**config.mk**
```make
export PLATFORM = sky130hd
export DESIGN_NAME = home_dir_ctrl
export DESIGN_NICKNAME = d
export VERILOG_FILES = /design/src/rtl/home_dir_pkg.sv /design/src/rtl/dir_table.sv /design/src/rtl/dir_xition.sv /design/src/rtl/dir_msg_reg.sv /design/src/rtl/home_dir_ctrl.sv
export SDC_FILE = /design/constraint.sdc
export NUM_CORES = 1
export LEC_CHECK = 0
export BUFFER_PORTS_ARGS = -buffer_cell sky130_fd_sc_hd__buf_2
export CORE_ASPECT_RATIO = 1.5
export CORE_MARGIN = 2
export CORE_UTILIZATION = 41
export DETAILED_ROUTE_END_ITERATION = 10
export PLACE_DENSITY = 0.62
export SETUP_SLACK_MARGIN = 0.5
export SLEW_MARGIN = 20
export SYNTH_ARGS = -nofsm -noshare
export SYNTH_HDL_FRONTEND = slang
export SYNTH_SLANG_ARGS = --single-unit
```
**constraint.sdc**
```tcl
create_clock -name clk_i -period 4 [get_ports clk_i]
set_input_delay 0.8 -clock clk_i [delete_from_list [all_inputs] [get_ports clk_i]]
set_output_delay 0.8 -clock clk_i [all_outputs]
set_load 0.01 [all_outputs]
```
**src/rtl/home_dir_pkg.sv**
```systemverilog
package home_dir_pkg;

  typedef enum logic [2:0] {
    ST_RES      = 3'd0,
    ST_SHR      = 3'd1,
    ST_EXR      = 3'd2,
    ST_WAIT_SEL = 3'd3,
    ST_WAIT_INV = 3'd4
  } dir_state_e;

  typedef enum logic [1:0] {
    OP_RD  = 2'd0,
    OP_OWN = 2'd1,
    OP_WRM = 2'd2
  } req_op_e;

  typedef enum logic [2:0] {
    M_NONE    = 3'd0,
    M_DATA_SH = 3'd1,
    M_DATA_EX = 3'd2,
    M_FWD_SH  = 3'd3,
    M_FWD_EX  = 3'd4,
    M_INV     = 3'd5,
    M_INV_SEL = 3'd6
  } msg_op_e;

  function automatic logic is_wait(dir_state_e s);
    return (s == ST_WAIT_SEL) || (s == ST_WAIT_INV);
  endfunction

endpackage

```
**src/rtl/dir_table.sv**
```systemverilog
module dir_table
  import home_dir_pkg::*;
#(
  parameter int NUM_BLK = 8,
  parameter int NODE_W  = 3,
  localparam int BLK_W  = (NUM_BLK > 1) ? $clog2(NUM_BLK) : 1
) (
  input  logic              clk_i,
  input  logic              rst_ni,
  input  logic [BLK_W-1:0]  rq_blk_i,
  output dir_state_e        rq_state_o,
  output logic [NODE_W-1:0] rq_ptr_o,
  input  logic [BLK_W-1:0]  ak_blk_i,
  output dir_state_e        ak_state_o,
  input  logic              wr_en_i,
  input  logic [BLK_W-1:0]  wr_blk_i,
  input  dir_state_e        wr_state_i,
  input  logic [NODE_W-1:0] wr_ptr_i
);

  dir_state_e        st_q  [NUM_BLK];
  logic [NODE_W-1:0] ptr_q [NUM_BLK];

  for (genvar g = 0; g < NUM_BLK; g++) begin : g_ent
    always_ff @(posedge clk_i or negedge rst_ni) begin
      if (!rst_ni) begin
        st_q[g]  <= ST_RES;
        ptr_q[g] <= '0;
      end else if (wr_en_i && (wr_blk_i == BLK_W'(g))) begin
        st_q[g]  <= wr_state_i;
        ptr_q[g] <= wr_ptr_i;
      end
    end
  end

  assign rq_state_o = st_q[rq_blk_i];
  assign rq_ptr_o   = ptr_q[rq_blk_i];
  assign ak_state_o = st_q[ak_blk_i];


  owner_nonnull_chk: assert property (@(posedge clk_i) disable iff (!rst_ni)
    (wr_en_i && wr_state_i == ST_EXR) |-> (wr_ptr_i != '0));

endmodule

```
**src/rtl/dir_xition.sv**
```systemverilog
module dir_xition
  import home_dir_pkg::*;
#(
  parameter int NODE_W = 3
) (
  input  logic              req_fire_i,
  input  req_op_e           req_op_i,
  input  logic [NODE_W-1:0] req_src_i,
  input  dir_state_e        req_state_i,
  input  logic [NODE_W-1:0] req_ptr_i,
  input  logic              ack_hit_i,
  input  logic [NODE_W-1:0] ack_id_i,
  input  dir_state_e        ack_state_i,
  output logic              wr_en_o,
  output dir_state_e        wr_state_o,
  output logic [NODE_W-1:0] wr_ptr_o,
  output logic              msg_en_o,
  output msg_op_e           msg_op_o,
  output logic [NODE_W-1:0] msg_dst_o,
  output logic [NODE_W-1:0] msg_id_o
);

  always_comb begin
    wr_en_o    = 1'b0;
    wr_state_o = ST_RES;
    wr_ptr_o   = '0;
    msg_en_o   = 1'b0;
    msg_op_o   = M_NONE;
    msg_dst_o  = '0;
    msg_id_o   = '0;
    if (ack_hit_i) begin
      wr_en_o = 1'b1;
      if (ack_id_i != '0) begin
        wr_state_o = ST_EXR;
        wr_ptr_o   = ack_id_i;
        if (ack_state_i == ST_WAIT_INV) begin
          msg_en_o  = 1'b1;
          msg_op_o  = M_DATA_EX;
          msg_dst_o = ack_id_i;
        end
      end
    end else if (req_fire_i) begin
      wr_en_o  = 1'b1;
      msg_en_o = 1'b1;
      wr_ptr_o = req_src_i;
      if (req_op_i == OP_OWN || req_op_i == OP_WRM) begin
        wr_state_o = ST_EXR;
        unique case (req_state_i)
          ST_SHR: begin
            wr_ptr_o  = req_ptr_i;
            msg_dst_o = req_ptr_i;
            if (req_op_i == OP_OWN) begin
              wr_state_o = ST_WAIT_SEL;
              msg_op_o   = M_INV_SEL;
            end else begin
              wr_state_o = ST_WAIT_INV;
              msg_op_o   = M_INV;
              msg_id_o   = req_src_i;
            end
          end
          ST_EXR: begin
            msg_op_o  = M_FWD_EX;
            msg_dst_o = req_ptr_i;
            msg_id_o  = req_src_i;
          end
          default: begin
            msg_op_o  = M_DATA_EX;
            msg_dst_o = req_src_i;
          end
        endcase
      end else begin
        wr_state_o = ST_SHR;
        unique case (req_state_i)
          ST_SHR: begin
            msg_op_o  = M_DATA_SH;
            msg_dst_o = req_src_i;
            msg_id_o  = req_ptr_i;
          end
          ST_EXR: begin
            msg_op_o  = M_FWD_SH;
            msg_dst_o = req_ptr_i;
            msg_id_o  = req_src_i;
          end
          default: begin
            msg_op_o  = M_DATA_SH;
            msg_dst_o = req_src_i;
          end
        endcase
      end
    end
  end

endmodule

```
**src/rtl/dir_msg_reg.sv**
```systemverilog
module dir_msg_reg
  import home_dir_pkg::*;
#(
  parameter int NODE_W = 3,
  parameter int BLK_W  = 3
) (
  input  logic              clk_i,
  input  logic              rst_ni,
  input  logic              msg_en_i,
  input  msg_op_e           msg_op_i,
  input  logic [NODE_W-1:0] msg_dst_i,
  input  logic [BLK_W-1:0]  msg_blk_i,
  input  logic [NODE_W-1:0] msg_id_i,
  output logic              msg_valid_o,
  output logic [2:0]        msg_op_o,
  output logic [NODE_W-1:0] msg_dst_o,
  output logic [BLK_W-1:0]  msg_blk_o,
  output logic [NODE_W-1:0] msg_id_o
);

  always_ff @(posedge clk_i or negedge rst_ni) begin
    if (!rst_ni) begin
      msg_valid_o <= 1'b0;
      msg_op_o    <= '0;
      msg_dst_o   <= '0;
      msg_blk_o   <= '0;
      msg_id_o    <= '0;
    end else begin
      msg_valid_o <= msg_en_i;
      if (msg_en_i) begin
        msg_op_o  <= msg_op_i;
        msg_dst_o <= msg_dst_i;
        msg_blk_o <= msg_blk_i;
        msg_id_o  <= msg_id_i;
      end
    end
  end


  msg_follow_chk: assert property (@(posedge clk_i) disable iff (!rst_ni)
    msg_en_i |=> (msg_valid_o && msg_blk_o == $past(msg_blk_i)));

endmodule

```
**src/rtl/home_dir_ctrl.sv**
```systemverilog
module home_dir_ctrl
  import home_dir_pkg::*;
#(
  parameter int NUM_BLK = 8,
  parameter int NODE_W  = 3,
  localparam int BLK_W  = (NUM_BLK > 1) ? $clog2(NUM_BLK) : 1
) (
  input  logic              clk_i,
  input  logic              rst_ni,
  input  logic              req_valid_i,
  output logic              req_ready_o,
  input  logic [1:0]        req_op_i,
  input  logic [BLK_W-1:0]  req_blk_i,
  input  logic [NODE_W-1:0] req_src_i,
  input  logic              ack_valid_i,
  input  logic [BLK_W-1:0]  ack_blk_i,
  input  logic [NODE_W-1:0] ack_id_i,
  output logic              msg_valid_o,
  output logic [2:0]        msg_op_o,
  output logic [NODE_W-1:0] msg_dst_o,
  output logic [BLK_W-1:0]  msg_blk_o,
  output logic [NODE_W-1:0] msg_id_o
);

  dir_state_e        rq_state, ak_state, wr_state;
  logic [NODE_W-1:0] rq_ptr, wr_ptr, nx_dst, nx_id;
  logic              wr_en, nx_en, ack_hit, req_fire;
  msg_op_e           nx_op;
  req_op_e           op_dec;
  logic [BLK_W-1:0]  wr_blk;

  always_comb begin
    unique case (req_op_i)
      2'd1:    op_dec = OP_OWN;
      2'd2:    op_dec = OP_WRM;
      default: op_dec = OP_RD;
    endcase
  end

  // ack owns the cycle; a waiting block back-pressures its own requests
  assign ack_hit     = ack_valid_i && is_wait(ak_state);
  assign req_ready_o = !ack_valid_i && !is_wait(rq_state);
  assign req_fire    = req_valid_i && req_ready_o;
  assign wr_blk      = ack_hit ? ack_blk_i : req_blk_i;

  dir_table #(.NUM_BLK(NUM_BLK), .NODE_W(NODE_W)) u_table (
    .clk_i, .rst_ni,
    .rq_blk_i(req_blk_i), .rq_state_o(rq_state), .rq_ptr_o(rq_ptr),
    .ak_blk_i(ack_blk_i), .ak_state_o(ak_state),
    .wr_en_i(wr_en), .wr_blk_i(wr_blk), .wr_state_i(wr_state), .wr_ptr_i(wr_ptr)
  );

  dir_xition #(.NODE_W(NODE_W)) u_xition (
    .req_fire_i(req_fire), .req_op_i(op_dec), .req_src_i(req_src_i),
    .req_state_i(rq_state), .req_ptr_i(rq_ptr),
    .ack_hit_i(ack_hit), .ack_id_i(ack_id_i), .ack_state_i(ak_state),
    .wr_en_o(wr_en), .wr_state_o(wr_state), .wr_ptr_o(wr_ptr),
    .msg_en_o(nx_en), .msg_op_o(nx_op), .msg_dst_o(nx_dst), .msg_id_o(nx_id)
  );

  dir_msg_reg #(.NODE_W(NODE_W), .BLK_W(BLK_W)) u_msg (
    .clk_i, .rst_ni,
    .msg_en_i(nx_en), .msg_op_i(nx_op), .msg_dst_i(nx_dst),
    .msg_blk_i(wr_blk), .msg_id_i(nx_id),
    .msg_valid_o, .msg_op_o, .msg_dst_o, .msg_blk_o, .msg_id_o
  );


  inv_sel_null_chk: assert property (@(posedge clk_i) disable iff (!rst_ni)
    (msg_valid_o && msg_op_o == 3'(M_INV_SEL)) |-> (msg_id_o == '0));


  ack_prio_chk: assert property (@(posedge clk_i) disable iff (!rst_ni)
    ack_valid_i |-> !(req_valid_i && req_ready_o));


  stall_quiet_chk: assert property (@(posedge clk_i) disable iff (!rst_ni)
    (req_valid_i && !req_ready_o && !ack_valid_i) |=> !msg_valid_o);


  fire_msg_chk: assert property (@(posedge clk_i) disable iff (!rst_ni)
    req_fire |=> msg_valid_o);

endmodule

```
==> results summary, run 1 <==
The number of slew-limit violations in the final report was 0. After filler insertion, the fill cell instance count of the layout stands at 761. Including well taps, the total number of placed cells is 399. The area after detailed placement came out at 3849 um2.

The largest fanout on the critical path is 7. The cell with the biggest individual delay on the critical path is sky130_fd_sc_hd__mux4_2. The top cell type by area accounts for 42.51% of the synthesized area. The final non-filler cell area came out at 4149 um2. The routed design uses 4645 um of met2 wire. The slack of the worst reg-to-reg path came out at 1.10 ns.

The signal on the critical path passes through buf_2, mux4_2, mux2i_1, nor2_1, a211oi_1, buf_2. For this configuration, the core starts out at a cell density of 42.42%. The total length of routed met3 wires is 308 um. The endpoint identified for the worst register-to-register timing path is u_table.ptr_q[2]. In this run the top signal layer used is met4. The flop and latch count out of synthesis came out at 61. The number of detailed-route iterations in the first pass came out at 4.

The cell chosen for the clock root is sky130_fd_sc_hd__clkbuf_16. The largest total area in the synthesized netlist belongs to sky130_fd_sc_hd__dfrtp_1. The maximum clock frequency came out at 0.3004 GHz. The maximum number of pins on one net before global-route repair is 34. The die covers 9538 um2. In this run the count of I/O pins placed on the die edge is 32. The final sum of negative setup slack came out at 0 ns. The mean routed wirelength per cell is 20.63 um.

The worst-case headroom to the max-slew limit is 54.69%. The count of final setup violators is 0. The class of the most critical hold timing path is reg -> reg.

The TritonCTS buffer count came out at 9. Of the cells placed in the final design, the portion with a size suffix greater than 1 is 47.39%. The remaining antenna violation count after routing is 0.

The maximum resistive drop on vdd is 0.0002657 V. Compared with the post-synthesis result, the final layout area differs by 15.54%. The number of antenna cells inserted is 0. From bottom edge to top edge, the die measures 118.6 um.

In this run the worst setup path begins at req_blk_i[0]. The netlist area before placement is 3591 um2. The setup clock skew after layout is 0.006470 ns. The clock-pin slew of the registers on the worst-case setup and hold paths is 0.05 ns. The transition at the pin with the smallest max-transition slack is 0.6797 ns. The total overflow left after global routing is 0. Leaving out fill and tap cells, the most frequent cells in the layout are sky130_fd_sc_hd__dfrtp_1 (61), sky130_fd_sc_hd__mux2_2 (53), sky130_fd_sc_hd__buf_2 (31), sky130_fd_sc_hd__mux4_2 (18), sky130_fd_sc_hd__nand2_1 (11).

The final hold slack came out at 0.4765 ns. The mean area per synthesized cell is 13.30 um2. The total power consumption of the routed design is 2.447 mW. The number of gates resized after CTS was 0.

In the routed design, unresolved DRC markers number 0. The reg-to-reg critical path startpoint is u_table.st_q[3]. The flow ran to the end, and the final reports show no timing, DRC or antenna violations. The number of violations reported at the end of detailed-routing iteration 0 is 108. The share of synthesized flip-flops with an asynchronous set or reset came out at 100.0%. The stage delay of the slowest cell on the critical path came out at 0.57 ns. Counting flops with a built-in enable in the synthesized netlist gives 0. Setup repair after global routing left no endpoint under its margin. The overall fraction of global-route tracks in use is 19.90%. The initial antenna violation count is 0. The port buffer count is 31. The max-capacitance violation count came out at 0. The TritonCTS sink count came out at 61. In the post-synthesis netlist, the biggest area contributors are sky130_fd_sc_hd__dfrtp_1 (43%), sky130_fd_sc_hd__mux2_2 (17%), sky130_fd_sc_hd__mux4_2 (11%). The number of setup buffers added after CTS is 0. The first global-routing pass estimated 14,100 um of wire.

The placeable core region came out at 8464 um2. The final critical delay including setup and external delays came out at 3.329 ns. The CTS tree is done. The clock latency reported for the late side of the worst-skew pair is 0.32 ns. For the worst setup path, the data arrival time is 2.53 ns. STA classifies the critical path startpoint as an input pin. The family with the most delay on the worst path is multiplexers. The leading cell type in the layout, fill and taps excluded is sky130_fd_sc_hd__dfrtp_1. After detailed routing, the wire length on met1 is 3350 um. The sequential standard cell area is 1526 um2. The number of cells traversed by the worst register-to-register path came out at 6. The number of endpoints with negative hold slack in the final report came out at 0. The synthesized netlist net count is 289.

In this run, post-CTS hold repair placed 0 buffers. The cell leakage power is 1.811 nW. The multi-input logic area came out at 1947 um2.

Once routing completed, OpenROAD measured the worst setup slack at 0.6713 ns. The final core utilization is 49.02%. The worst setup path is of the in -> out kind.

The die width is 80.41 um. The worst path uses 83.22% of the clock period. The synthesized netlist contains 52 unique library cells.

The count of mapped cells out of synthesis is 270. The power density of the placed cells is 589.7 nW/um2. After the last flow step, the layout net total stands at 322.

Of the synthesized area, sequential elements account for 42.51%. The count of buffer and inverter cells on the critical path is 2. STA puts the critical path data required time at 3.20 ns. The total detailed-routing wirelength came out at 8519 um. The number of vias in the routed layout is 2,459. The number of core rows came out at 41. The global placement routability congestion came out at 0.8452. The worst setup slack before clock tree synthesis came out at 0.3415 ns. The cell that appears most often on the critical path is sky130_fd_sc_hd__buf_2. In this run the number of cells on the critical path is 6. The number of levels the H-tree was split into is 3. Summed over all nets, the half-perimeter wirelength after detailed placement is 6402 um.

The buffer depth of the longest clock path came out at 2. In the synthesized netlist the dominant register cell turns out to be sky130_fd_sc_hd__dfrtp_1. The critical path ends at req_ready_o.

The number of global-route vias before repair came to 2,580. For this run, the number of standard cells in the final layout without fillers is 413. The kind of end point of the critical path is a primary output.

The ratio of routed vias to standard cells is 5.954. The number of warnings printed during yosys synthesis is 0.
-- Yosys cell counts, drive strengths merged (5+ instances only) --
cell type / number
nor3: 11
nand4: 5
nand2: 11
nor2: 7
inv: 5
dfrtp: 61
a21oi: 5
a31oi: 10
clkbuf: 8
buf: 10
mux4: 18
mux2: 55
nand2b: 5
mux2i: 7
-- worst min path at each step --
stage / from / to / slack (ns) / depth (start not counted)
final: u_msg.msg_op_o[2] / u_msg.msg_op_o[2] / 0.48 / 1
after global routing: u_table.ptr_q[1] / u_table.ptr_q[1] / 0.52 / 1
after global placement: u_msg.msg_op_o[2] / u_msg.msg_op_o[2] / 0.46 / 1
after CTS: u_msg.msg_op_o[2] / u_msg.msg_op_o[2] / 0.48 / 1
after detailed placement: u_msg.msg_op_o[2] / u_msg.msg_op_o[2] / 0.47 / 1
after floorplan: u_table.ptr_q[15] / u_table.ptr_q[15] / 0.47 / 1
-- state kept, by name (all words and copies together), names as in the netlist --
signal,count
u_table.ptr_q,24
u_table.st_q,24
u_msg.msg_blk_o,3
u_msg.msg_dst_o,3
u_msg.msg_id_o,3
u_msg.msg_op_o,3
u_msg.msg_valid_o,1
-- layout make-up --
type,count,area share (%)
well taps,107,3.227
inverters,5,0.4524
clock inverters,1,0.7238
repair buffers,40,5.368
flip-flops and latches,61,36.79
clock buffers,13,6.514
multi-input cells,186,46.92
-- where the power goes --
part	internal, mW	switching (mW)
sequential	0.799	0.108
combinational	0.377	0.388
clock	0.525	0.250
total	1.70	0.746
-- worst reg2reg max path, stage by stage, from the launching register on --
cell and delay, ns:
sky130_fd_sc_hd__dfrtp_1 0.40, sky130_fd_sc_hd__mux4_2 0.47, sky130_fd_sc_hd__mux2_2 0.31, sky130_fd_sc_hd__o21bai_2 0.44, sky130_fd_sc_hd__nand4_4 0.27, sky130_fd_sc_hd__a221oi_4 0.50, sky130_fd_sc_hd__mux2_2 0.38
-- per-layer routing --
| metal | vias up | GRT usage (%) |
|---|---|---|
| li1 | 1115 | - |
| met1 | 1277 | 23.71 |
| met2 | 54 | 34.32 |
| met3 | 13 | 3.435 |
| met4 | 0 | 8.898 |
| met5 | - | 0 |
-- cell families (layout without fill, tap and decap cells) --
group                      count (synthesis)  count (layout)  share of synthesized area (%)
and+or+nand+nor                           54              54                          9.059
adders and majority gates                  1               1                         0.3484
DFF                                       61              61                          42.51
AOI/OAI and AO/OA                         51              51                          13.97
buffers and inverters                     23              59                          3.275
muxes                                     80              80                          30.84
Power figures use the tool's default switching activity.
==> inputs of run 2 (changes only) <==
Clock period 4 ns to 3.3 ns, I/O delays scaled along.
==> run 2 against run 1 <==
Against the previous run: first-iteration DRC count up 140%; global-route usage up 0.57 points; clock power up 13%; sequential power up 23%; critical endpoint unchanged.
==> results summary, run 2 (synthesized netlist as in run 1, its figures left out) <==
The mean routed wirelength per cell is 20.80 um. For this run, the top clock speed supported by timing is 0.3565 GHz. From left edge to right edge, the die measures 80.41 um. The HPWL after detailed placement came out at 6856 um. The number of antenna cells inserted came out at 0.

Cells with a size suffix above 1 make up 53.12% of the layout. The number of slew-limit violations in the final report came to 0. The final non-filler cell area came out at 4484 um2. Traced cell by cell, the critical path runs through buf_8, mux4_2, mux2i_4, buf_4, nor3_1, a211oi_1, buf_2. The number of vias in the routed layout is 2,611. The multi-input logic area came out at 2017 um2. Setup repair after global routing could not meet its margin everywhere. At the worst endpoint, the arrival time is 2.15 ns. The final critical delay including setup and external delays came out at 2.805 ns. Counting the buffers created by CTS gives 9.

The congestion estimate from routability-driven global placement came to 0.8600. The number of endpoints with negative hold slack in the final report came out at 0. For this design, the slowest cell found on the critical path is sky130_fd_sc_hd__mux4_2. The classification of the worst setup path is in -> out. The boundary pin count came out at 32.

The clock latency reported for the late side of the worst-skew pair is 0.33 ns. The total detailed-routing wirelength came out at 9233 um. The instance count after placement with tap cells included came out at 417.

The TritonCTS sink count came out at 61. The maximum resistive drop on vdd is 0.0003617 V. Following the worst setup path forward leads to its endpoint at req_ready_o. The overall fraction of global-route tracks in use is 20.46%. The buffer depth of the longest clock path is 2.

The slack of the worst reg-to-reg path came out at 0.65 ns. The leftover overflow at the end of global routing came out at 0. After clock tree synthesis, the flow added hold-fix buffers numbering 0. Summing all flip-flop and latch instances after layout gives 1526 um2.

The area after detailed placement is 4021 um2. The number of violations reported at the end of detailed-routing iteration 0 is 258. The initial antenna violation count was 0. The number of remaining DRC errors came out at 0. For this configuration, the core starts out at a cell density of 42.42%. Using the TritonRoute via totals, the vias-per-cell ratio works out to 5.881.

The cell leakage power came out at 1.969 nW. The transition at the pin with the smallest max-transition slack is 0.4885 ns. The flow ran to the end, and the final reports show no timing, DRC or antenna violations. The first-pass GRT wire length came out at 14,410 um. The leading cell type in the layout, fill and taps excluded is sky130_fd_sc_hd__dfrtp_1.

TritonCTS built the clock tree. The number of levels the H-tree was split into came out at 3. The required time of the worst setup path is 2.64 ns.

STA classifies the critical path endpoint as a primary output. The final clock period utilization by the worst path came out at 85.01%. The first detailed-routing pass ran for 4 iterations. The die covers 9538 um2. Entering global routing, the biggest net connects 29 pins. The remaining antenna violation count after routing came out at 0. The root buffer cell chosen for the clock tree is sky130_fd_sc_hd__clkbuf_16.

The critical path launch point type is an input pin. Measured in cells, the most critical reg-to-reg path has a length of 7. The largest fanout on the critical path came out at 12. The port buffer count is 31. The class of the most critical hold timing path is in -> async.

Measured on the finished design, the core utilization comes to 52.98%. The synthesis-to-finish area growth is 24.88%. The worst-case headroom to the max-slew limit came out at 67.43%. The placeable core region came out at 8464 um2. The number of cells in the finished layout apart from fillers came out at 444. The layout filler cell count is 730. Power spread over the standard cell area amounts to 684.3 nW/um2.

Measured along the y axis, the die boundary spans 118.6 um. The number of global-route vias before repair is 2,729. The count of final setup violators is 0. The max-capacitance violation count is 0. In the layout the commonest cells are sky130_fd_sc_hd__dfrtp_1 (61), sky130_fd_sc_hd__mux2_2 (44), sky130_fd_sc_hd__buf_4 (32), sky130_fd_sc_hd__buf_2 (28), sky130_fd_sc_hd__mux4_2 (18). The number of nets at the end of the flow came out at 351. In the final layout, the registers with the most flip-flops are u_table.ptr_q x24, u_table.st_q x24.

The worst register-to-register path ends at u_table.st_q[1]. The start point of the critical path is req_blk_i[0]. The stage delay of the slowest cell on the critical path came out at 0.56 ns. The number of core rows is 41. Clock-pin slew was measured on the worst setup and hold paths at 0.05 ns. The setup clock skew after layout is 0.006757 ns. The worst register-to-register path begins at u_table.st_q[4].
-- run 2: cell types whose count changed in the layout (fill, tap and decap cells not counted), moves of 2 or more --
cell	change
sky130_fd_sc_hd__clkinvlp_4	+2
sky130_fd_sc_hd__buf_2	-3
sky130_fd_sc_hd__buf_12	+3
sky130_fd_sc_hd__buf_4	+23
sky130_fd_sc_hd__mux2i_4	+2
sky130_fd_sc_hd__mux2i_1	-2
sky130_fd_sc_hd__buf_6	+4
sky130_fd_sc_hd__mux2_4	+9
sky130_fd_sc_hd__mux2_2	-9
-- run 2: worst min path at each step --
stage | slack [ns] | depth (start not counted) | to
final | 0.24 | 1 | u_table.st_q[19]
after global routing | 0.28 | 1 | u_table.st_q[19]
after CTS | 0.25 | 1 | u_table.st_q[19]
after detailed placement | 0.47 | 1 | u_msg.msg_op_o[2]
after global placement | 0.46 | 1 | u_msg.msg_op_o[2]
after floorplan | 0.36 | 0 | u_msg.msg_blk_o[0]
-- run 2: cell type report --
| cell class | instances | share of cell area (%) |
|---|---|---|
| clock buffer | 13 | 5.804 |
| clock inverter | 3 | 0.4464 |
| inverter | 5 | 0.4185 |
| multi-input combinational | 186 | 44.98 |
| sequential | 61 | 34.04 |
| tap | 107 | 2.985 |
| timing repair buffer | 69 | 11.33 |
-- run 2: power breakdown --
group / internal, mW / switching (mW)
clock network: 0.547 / 0.325
registers: 0.968 / 0.148
logic: 0.574 / 0.506
-- run 2: metal layers --
metal / track usage [%] / wire [um] / up-vias
li1: - / - / 1179
met1: 23.01 / 3500 / 1348
met2: 36.09 / 5033 / 62
met3: 3.817 / 329 / 22
met4: 10.06 / 370 / 0
met5: 0 / 0 / -
-- run 2: stage by stage --
stage	setup TNS, ns	total power, mW	setup slack, ns	hold slack, ns
2_1_floorplan	0	1.819	0.3319	0.3644
3_3_place_gp	0	2.105	0.03065	0.4568
3_5_place_dp	-0.006681	2.131	-0.002895	0.4744
4_1_cts	0	3.041	0.4537	0.2499
5_1_grt	0	3.223	0.4359	0.2770
6_report	0	3.069	0.4947	0.2448
-- run 2: timing repair --
action                                  CTS  global route
pin swaps                                 4             0
buffers inserted                          5             6
resized for setup                         5            10
endpoints found under the setup margin   44            47
-- run 2: worst max-delay path: cells and delay by family --
kind	cells	cell delay, ns
buffers and inverters	3	0.45
AO/OA/AOI/OAI	1	0.23
AND/OR/NAND/NOR	1	0.04
multiplexers	2	0.75
